===== src/rtl/tpa_pkg.sv =====
// Package: shared definitions for the transmit pause arbiter.
// Assumes: a single transmit path with at most one owner at a time.
package tpa_pkg;

    // Owner of the transmit path while a frame is in flight.
    typedef enum logic [1:0] {
        SRC_NONE = 2'd0,
        SRC_PFRM = 2'd1,
        SRC_DATA = 2'd2
    } tpa_src_e;

    // Octets carried by one quanta (512 bit times).
    localparam int unsigned OCTETS_PER_QUANTA = 64;

endpackage


===== src/rtl/tpa_pause_timer.sv =====
// Module: tpa_pause_timer
// Holds the received pause as a count of clock cycles. Each strobe loads
// quanta * (cycles per quanta), which overwrites any value already held; a
// quanta of zero clears the count. The count decrements only while no
// frame holds the path, so a pause that arrives mid-frame waits in place.
// Assumes: BYTES_PER_CYCLE is a power of two that divides 64.
module tpa_pause_timer #(
    parameter int unsigned QUANTA_W        = 16,
    parameter int unsigned BYTES_PER_CYCLE = 8
) (
    input  logic                clk,
    input  logic                rst_n,
    input  logic                load,
    input  logic [QUANTA_W-1:0] load_quanta,
    input  logic                hold,
    output logic                active
);
    localparam int unsigned CYC_PER_Q = tpa_pkg::OCTETS_PER_QUANTA / BYTES_PER_CYCLE;
    localparam int unsigned Q_SHIFT   = $clog2(CYC_PER_Q);
    localparam int unsigned CNT_W     = QUANTA_W + Q_SHIFT;
    localparam logic [CNT_W-1:0] CNT_ONE = CNT_W'(1);

    logic [CNT_W-1:0] cnt_q;
    logic [CNT_W-1:0] cnt_d;
    logic [CNT_W-1:0] load_cycles;

    // Scale quanta to cycles; a wide datapath may need no scaling.
    generate
        if (Q_SHIFT == 0) begin : g_noscale
            assign load_cycles = load_quanta;
        end else begin : g_scale
            assign load_cycles = {load_quanta, {Q_SHIFT{1'b0}}};
        end
    endgenerate

    assign active = (cnt_q != '0);

    // Next count: a strobe overwrites, otherwise decrement while the path is free.
    always_comb begin
        cnt_d = cnt_q;
        if (load) begin
            cnt_d = load_cycles;
        end else if (active && !hold) begin
            cnt_d = cnt_q - CNT_ONE;
        end
    end

    // Count register.
    always_ff @(posedge clk) begin
        if (!rst_n) begin
            cnt_q <= '0;
        end else begin
            cnt_q <= cnt_d;
        end
    end

endmodule


===== src/rtl/tpa_gap_timer.sv =====
// Module: tpa_gap_timer
// Counts the inter-packet gap after each frame. It loads the programmed
// gap on the last beat of a frame and counts down to zero. While it is
// non-zero, no new frame may be granted.
// Assumes: the gap value is pseudo-static while the block runs.
module tpa_gap_timer #(
    parameter int unsigned IPG_W = 4
) (
    input  logic             clk,
    input  logic             rst_n,
    input  logic             load,
    input  logic [IPG_W-1:0] gap,
    output logic             busy
);
    localparam logic [IPG_W-1:0] GAP_ONE = IPG_W'(1);

    logic [IPG_W-1:0] gcnt_q;
    logic [IPG_W-1:0] gcnt_d;

    assign busy = (gcnt_q != '0);

    // Next gap count: load at frame end, otherwise run down to zero.
    always_comb begin
        gcnt_d = gcnt_q;
        if (load) begin
            gcnt_d = gap;
        end else if (busy) begin
            gcnt_d = gcnt_q - GAP_ONE;
        end
    end

    // Gap register.
    always_ff @(posedge clk) begin
        if (!rst_n) begin
            gcnt_q <= '0;
        end else begin
            gcnt_q <= gcnt_d;
        end
    end

endmodule


===== src/rtl/tpa_frame_arb.sv =====
// Module: tpa_frame_arb
// Grants the transmit path to one frame source at a time. The pause-frame
// request outranks data. A grant is taken only while the path is free and
// not blocked, and it is held until the frame's last beat.
// Assumes: requesters hold their request until granted; frame_done is
// only meaningful while a grant is held.
module tpa_frame_arb (
    input  logic clk,
    input  logic rst_n,
    input  logic req_pfrm,
    input  logic req_data,
    input  logic blocked,
    input  logic frame_done,
    output logic grant_pfrm,
    output logic grant_data,
    output logic in_frame,
    output logic frame_end
);
    import tpa_pkg::*;

    tpa_src_e src_q;
    tpa_src_e src_d;
    logic     start;

    assign in_frame  = (src_q != SRC_NONE);
    assign frame_end = in_frame && frame_done;
    assign start     = !in_frame && !blocked && (req_pfrm || req_data);

    // Choose the next owner: release on the last beat, grant by fixed priority.
    always_comb begin
        src_d = src_q;
        if (frame_end) begin
            src_d = SRC_NONE;
        end else if (start) begin
            src_d = req_pfrm ? SRC_PFRM : SRC_DATA;
        end
    end

    // Owner register.
    always_ff @(posedge clk) begin
        if (!rst_n) begin
            src_q <= SRC_NONE;
        end else begin
            src_q <= src_d;
        end
    end

    assign grant_pfrm = (src_q == SRC_PFRM);
    assign grant_data = (src_q == SRC_DATA);

endmodule


===== src/rtl/tx_pause_arb.sv =====
// Module: tx_pause_arb (top)
// Arbitrates the transmit path among a received pause, a local pause-frame
// request and user data. A received pause blocks new grants and drives
// idle_force while no frame holds the path. The gap timer enforces the
// inter-packet gap after every frame.
// Assumes: rxq_valid is a one-cycle strobe for each CRC-checked pause frame.
module tx_pause_arb #(
    parameter int unsigned QUANTA_W        = 16,
    parameter int unsigned IPG_W           = 4,
    parameter int unsigned BYTES_PER_CYCLE = 8
) (
    input  logic                clk,
    input  logic                rst_n,
    input  logic                rxq_valid,
    input  logic [QUANTA_W-1:0] rxq_value,
    input  logic                pfrm_req,
    input  logic                data_ready,
    input  logic                frame_done,
    input  logic [IPG_W-1:0]    ipg_cycles,
    output logic                grant_pfrm,
    output logic                grant_data,
    output logic                idle_force
);
    logic pause_active;
    logic gap_busy;
    logic in_frame;
    logic frame_end;
    logic pause_arriving;
    logic blocked;

    // A non-zero strobe this cycle already outranks any frame request.
    assign pause_arriving = rxq_valid && (rxq_value != '0);
    assign blocked        = pause_active || gap_busy || pause_arriving;

    tpa_pause_timer #(
        .QUANTA_W       (QUANTA_W),
        .BYTES_PER_CYCLE(BYTES_PER_CYCLE)
    ) u_pause (
        .clk        (clk),
        .rst_n      (rst_n),
        .load       (rxq_valid),
        .load_quanta(rxq_value),
        .hold       (in_frame),
        .active     (pause_active)
    );

    tpa_gap_timer #(
        .IPG_W(IPG_W)
    ) u_gap (
        .clk  (clk),
        .rst_n(rst_n),
        .load (frame_end),
        .gap  (ipg_cycles),
        .busy (gap_busy)
    );

    tpa_frame_arb u_arb (
        .clk       (clk),
        .rst_n     (rst_n),
        .req_pfrm  (pfrm_req),
        .req_data  (data_ready),
        .blocked   (blocked),
        .frame_done(frame_done),
        .grant_pfrm(grant_pfrm),
        .grant_data(grant_data),
        .in_frame  (in_frame),
        .frame_end (frame_end)
    );

    // The pause takes effect only while no frame holds the path.
    assign idle_force = pause_active && !in_frame;

endmodule


===== config.mk =====
export PLATFORM = sky130hd
export DESIGN_NAME = tx_pause_arb
export DESIGN_NICKNAME = d
export VERILOG_FILES = /design/src/rtl/tpa_pkg.sv /design/src/rtl/tpa_pause_timer.sv /design/src/rtl/tpa_gap_timer.sv /design/src/rtl/tpa_frame_arb.sv /design/src/rtl/tx_pause_arb.sv
export SDC_FILE = /design/constraint.sdc
export NUM_CORES = 1
export LEC_CHECK = 0
export ABC_AREA = 0
export BUFFER_PORTS_ARGS = -buffer_cell sky130_fd_sc_hd__buf_2
export CAP_MARGIN = 20
export CORE_UTILIZATION = 50
export CTS_CLUSTER_DIAMETER = 120
export DETAILED_ROUTE_END_ITERATION = 10
export PLACE_DENSITY = 0.73
export REMOVE_ABC_BUFFERS = 1
export SLEW_MARGIN = 20
export SYNTH_ARGS = -nofsm -noshare
export SYNTH_HDL_FRONTEND = slang
export SYNTH_SLANG_ARGS = --single-unit
export TNS_END_PERCENT = 10

===== constraint.sdc =====
create_clock -name clk -period 2.7 [get_ports clk]
set_input_delay 0.54 -clock clk [delete_from_list [all_inputs] [get_ports clk]]
set_output_delay 0.54 -clock clk [all_outputs]
set_load 0.01 [all_outputs]

# Word-level counts from Yosys, hierarchy flattened
# Index checks and enable logic that the tools add are counted.
# W data, S select, Z words.
# word_totals
ff_bits	25
ram_bits	0
out_inout_bits	3
n_memories	0
elab_cells	32
mem_bits_ro	0
inputBits	26
latch_bits	0
# classes
n_shift	0
magnitude_cmp	0
n_bitwise	1
n_mul	0
n_addsub	2
mux	5
n_div	0
n_eq_ne	2
n_reduce_logical	18
# op_table
operator	n
$mux W19	2
$reduce_bool A19 Y1	1
$sub A19 B1 Y19 const B	1
$reduce_bool A16 Y1	1
$mux W4	2
$reduce_bool A2 Y1	3
$logic_and A1 B1 Y1	5
$reduce_bool A4 Y1	1
$reduce_or A2 Y1	2
$sub A4 B1 Y4 const B	1
$logic_or A1 B1 Y1	3
$eq A2 B1 Y1 const B	1
$eq A2 B2 Y1 const B	1
$logic_not A1 Y1	2
$mux W2	1
$not A1 Y1	1

# Logic depth before layout (Yosys ltp)
# depth
depth_word	6
ltp_mapped	7
mapped_depth_nobuf	6

# Modules after synthesis
# Synthesis repeated with hierarchy kept, for this count alone.
# unflattened
cells_unflattened	189
hier_area_um2	1575.3
# modules_own_cells
mod	n_inst	seq_area_each_um2	area_per_inst_um2	cells_per_inst
tpa_pause_timer	1	380.4	1176.1	143
tpa_gap_timer	1	80.1	231.5	26
tpa_frame_arb	1	40.0	115.1	13
tx_pause_arb	1	0.0	52.6	7

# Worst setup path after synthesis
# No wires, ideal clock.
# synth_timing
path_kind	register -> output
from	reg u_pause.cnt_q[0]
to	out idle_force
t_arrival_ns	1.661
path_stages_with_launch	7
setup_slack_ns	0.499
n_path_buf	1
required_time_ns	2.160
cell_sequence	dfxtp_1 inv_1 ha_1 nor4b_1 and2_1 buf_2 a211oi_1
# synth_between
elab_chain_cells	2
# synth_rtl
item	line_no	source
start: declaration	tpa_pause_timer.sv:23	logic [CNT_W-1:0] cnt_q;
start signal: assignment	tpa_pause_timer.sv:53	cnt_q <= cnt_d;
$reduce_bool A19 Y1	tpa_pause_timer.sv:36	assign active = (cnt_q != '0);
$logic_and A1 B1 Y1	tx_pause_arb.sv:71	assign idle_force = pause_active && !in_frame;
end: declaration	tx_pause_arb.sv:22	output logic idle_force
# No other way between the ends.

# Worst setup path after layout
# Ends and elaborated chain as after synthesis.

==> impl_metrics.toml <==
[setup_path]
max_stage_delay_ns = 0.40
critPathBufInv = 3
startpoint_type = "flip-flop"
worstPathCellList = "inv_1 > ha_1 > nor4b_1 > buf_4 > and2_1 > a211oi_2 > buf_2"
cp.arrival_ns = 2.03
endpoint_kind = "output pin"
reg2reg_depth = 6
cp_max_fo = 5
critical_path_class = "reg2out"
cp_slowest_cell = "dfxtp_1"
cp_data_required_time_ns = 2.16
cp_num_cells = 7
critPathTopFamily = "buffers and inverters"

[logic_synthesis]
synthesis.area_um2 = 1590
synthArstFlopShare = 0
ys_seq_elements = 25
ys_seq_area_frac = 0.315
synthCells = 197
ys_warn_count = 0
yosysTopAreaCell = "dfxtp_1"
netlist.area_leader.share = 0.315
yosysUniqueCellTypes = 51
synth_edf_count = 0
synthTopCellsByArea = "dfxtp_1 (31%), o21ai_0 (5.4%), or4_1 (3.3%), ha_1 (3.1%), nand3_1 (3.1%)"
post_synth.cell_area_avg_um2 = 8.07
synth-main-ff-cell = "dfxtp_1"

[sta]
fmax_mhz = 389
worstMarginPinSlew_ns = 0.561
finalCriticalPeriod_ns = 2.57
final.setup.tns_ns = 0
maxSlewViolCount = 0
slew_headroom = 0.621
period_share = 0.952
final-setup-viol-count = 0
worst_slack_ns = 0.131
skew_ns = 0.00350
rsz0062_at_grt = "no"
hold_violations = 0

[detailed_routing]
drcViolationCount = 0
wirelength_um = 4020
routed.top_layer = "met4"
first_pass_iters = 4
wl_met1_um = 1830
dr_total_vias = 1633
drtAntennaViolNets = 0
wl_met2_um = 2010
wl_per_cell_um = 15.0
initialDrtViolationCount = 118
wl_met3_um = 155
vias_per_cell = 6.12

[global_routing]
grt_pass1_vias = 1525
track_usage = 0.251
antenna_found_initial = 0
grt_max_degree = 29
grt_first_pass_wirelength_um = 6610
overflow = 0

[placed_design]
hpwl_um = 3050
place_area_um2 = 1780
post-place-ws_ns = 0.324
finalWeightedCongestion = 0.844
numPortBuffers = 28

[clocking]
clockBufferDepth = 2
root_buffer = "clkbuf_4"
postCtsHoldBufs = 0
clkSinkCount = 25
clk_pin_slew_worst_paths_ns = 0.14
cts_tree = "built"
htreeDepth = 1
clkLatencyLatePin_ns = 0.31
cts_inserted_buffers = 3

[run]
cap_viol_max_count = 0

[hold_path]
worstHoldPathCells = 3
hp-class = "in2reg"

[pwr]
leakage_nw = 0.713
p_total_mw = 1.02
power_density_nw_per_um2 = 565
max-vdd-ir-drop_mv = 0.246

[floorplan]
start_util = 0.525
dieWidth_um = 58.4
dieHeight_um = 58.4
row_count = 20
ios = 29
dieArea_um2 = 3410
core-area_um2 = 3030

[final_layout]
antennaDiodeCount = 0
synthToLayoutAreaGrowth_pct = 13.9
drive_gt1_frac = 0.197
final_area_um2 = 1810
nNetsFinal = 254
fin_util = 0.598

[outcome]
status = "finished, final reports clean"
[state kept, by name, indices dropped and copies added (netlist names)]
signal,flops
u_pause.cnt_q,19
u_gap.gcnt_q,4
u_arb.src_q,2
[layout by cell type (no fill, tap or decap), types with 7 or more instances in the layout]
master and instances:
dfxtp_1 25, nor4_1 7, nand2_1 12, nor2_1 9, buf_2 28, buf_4 7
nor3_1 9, a31oi_1 7, nand3_1 10, o21ai_0 17, or4_1 7
[layout make-up]
cell class,instances,area (um^2)
Timing Repair Buffer,35,193
Inverter,6,22.5
Multi-Input combinational cell,153,1010
Tap cell,44,55.1
Sequential cell,25,500
Fill cell,292,1220
Clock buffer,4,26.3
[timing repair]
item                                    in CTS  in global routing
buffers inserted                             0                  0
endpoints found under the setup margin       1                  0
gates resized for setup                      1                  0
[Yosys cell counts (2+ instances only)]
library cell  number
o311a_1            2
or4_1              7
nor2b_1            4
inv_1              5
dfxtp_1           25
a21boi_0           4
or3_1              5
nand2_1           12
a211o_1            2
nand4_1            6
nor3b_1            3
o21ai_0           17
nand3_1           10
clkbuf_1          11
ha_1               4
o2111ai_1          2
and4_1             3
a31oi_1            7
o31ai_1            3
xor2_1             2
nor3_1             9
nand4b_1           2
nor4b_1            2
nor2_1             9
a21oi_1            3
nand2b_1           4
nor4_1             7
mux2i_1            3
a211oi_1           2
[cells by family (layout without fill, tap and decap cells)]
family,after synthesis,after routing,synth area share
and+or+nand+nor,90,90,0.341
AOI/OAI and AO/OA,53,53,0.227
DFF,25,25,0.315
buffers and inverters,19,45,0.0504
adders and majority gates,4,4,0.0315
xor gates and xnor gates,3,3,0.0165
muxes,3,3,0.0189
[report_power, final]
group / switching (mW) / total [mW] / internal, mW
clock: 0.111 / 0.168 / 0.0576
combinational: 0.199 / 0.381 / 0.183
sequential: 0.0506 / 0.473 / 0.422
[final timing paths]
| kind | to | slack [ns] | startpoint |
|---|---|---|---|
| setup / recovery | idle_force | 0.13 | u_pause.cnt_q[0]$_SDFFE_PP0P_ |
| hold / removal | u_gap.gcnt_q[0]$_SDFFE_PN0P_ | 0.46 | ipg_cycles[0] |
| setup reg to reg | u_pause.cnt_q[18]$_SDFFE_PN0P_ | 0.50 | u_pause.cnt_q[0]$_SDFFE_PP0P_ |
| hold reg to reg | u_pause.cnt_q[1]$_SDFFE_PP0P_ | 0.51 | u_pause.cnt_q[1]$_SDFFE_PP0P_ |
[per-layer routing]
metal  vias to the layer above  global-route usage
met5                         -                   0
li1                        817                   -
met4                         0              0.0578
met3                         2              0.0220
met2                        36               0.458
met1                       778               0.321
[stage by stage]
| step | hold slack [ns] | cells |
|---|---|---|
| after detailed placement | 0.488 | 263 |
| after CTS | 0.456 | 267 |
| after global routing | 0.464 | 267 |
| after floorplan | 0.461 | 184 |
| final | 0.459 | 267 |
| after global placement | 0.472 | 263 |
[tightest hold or removal path: stages]
cell and delay, ns:
buf_2 0.10, nand2_1 0.04, a21boi_0 0.06
Power figures use the tool's default switching activity.
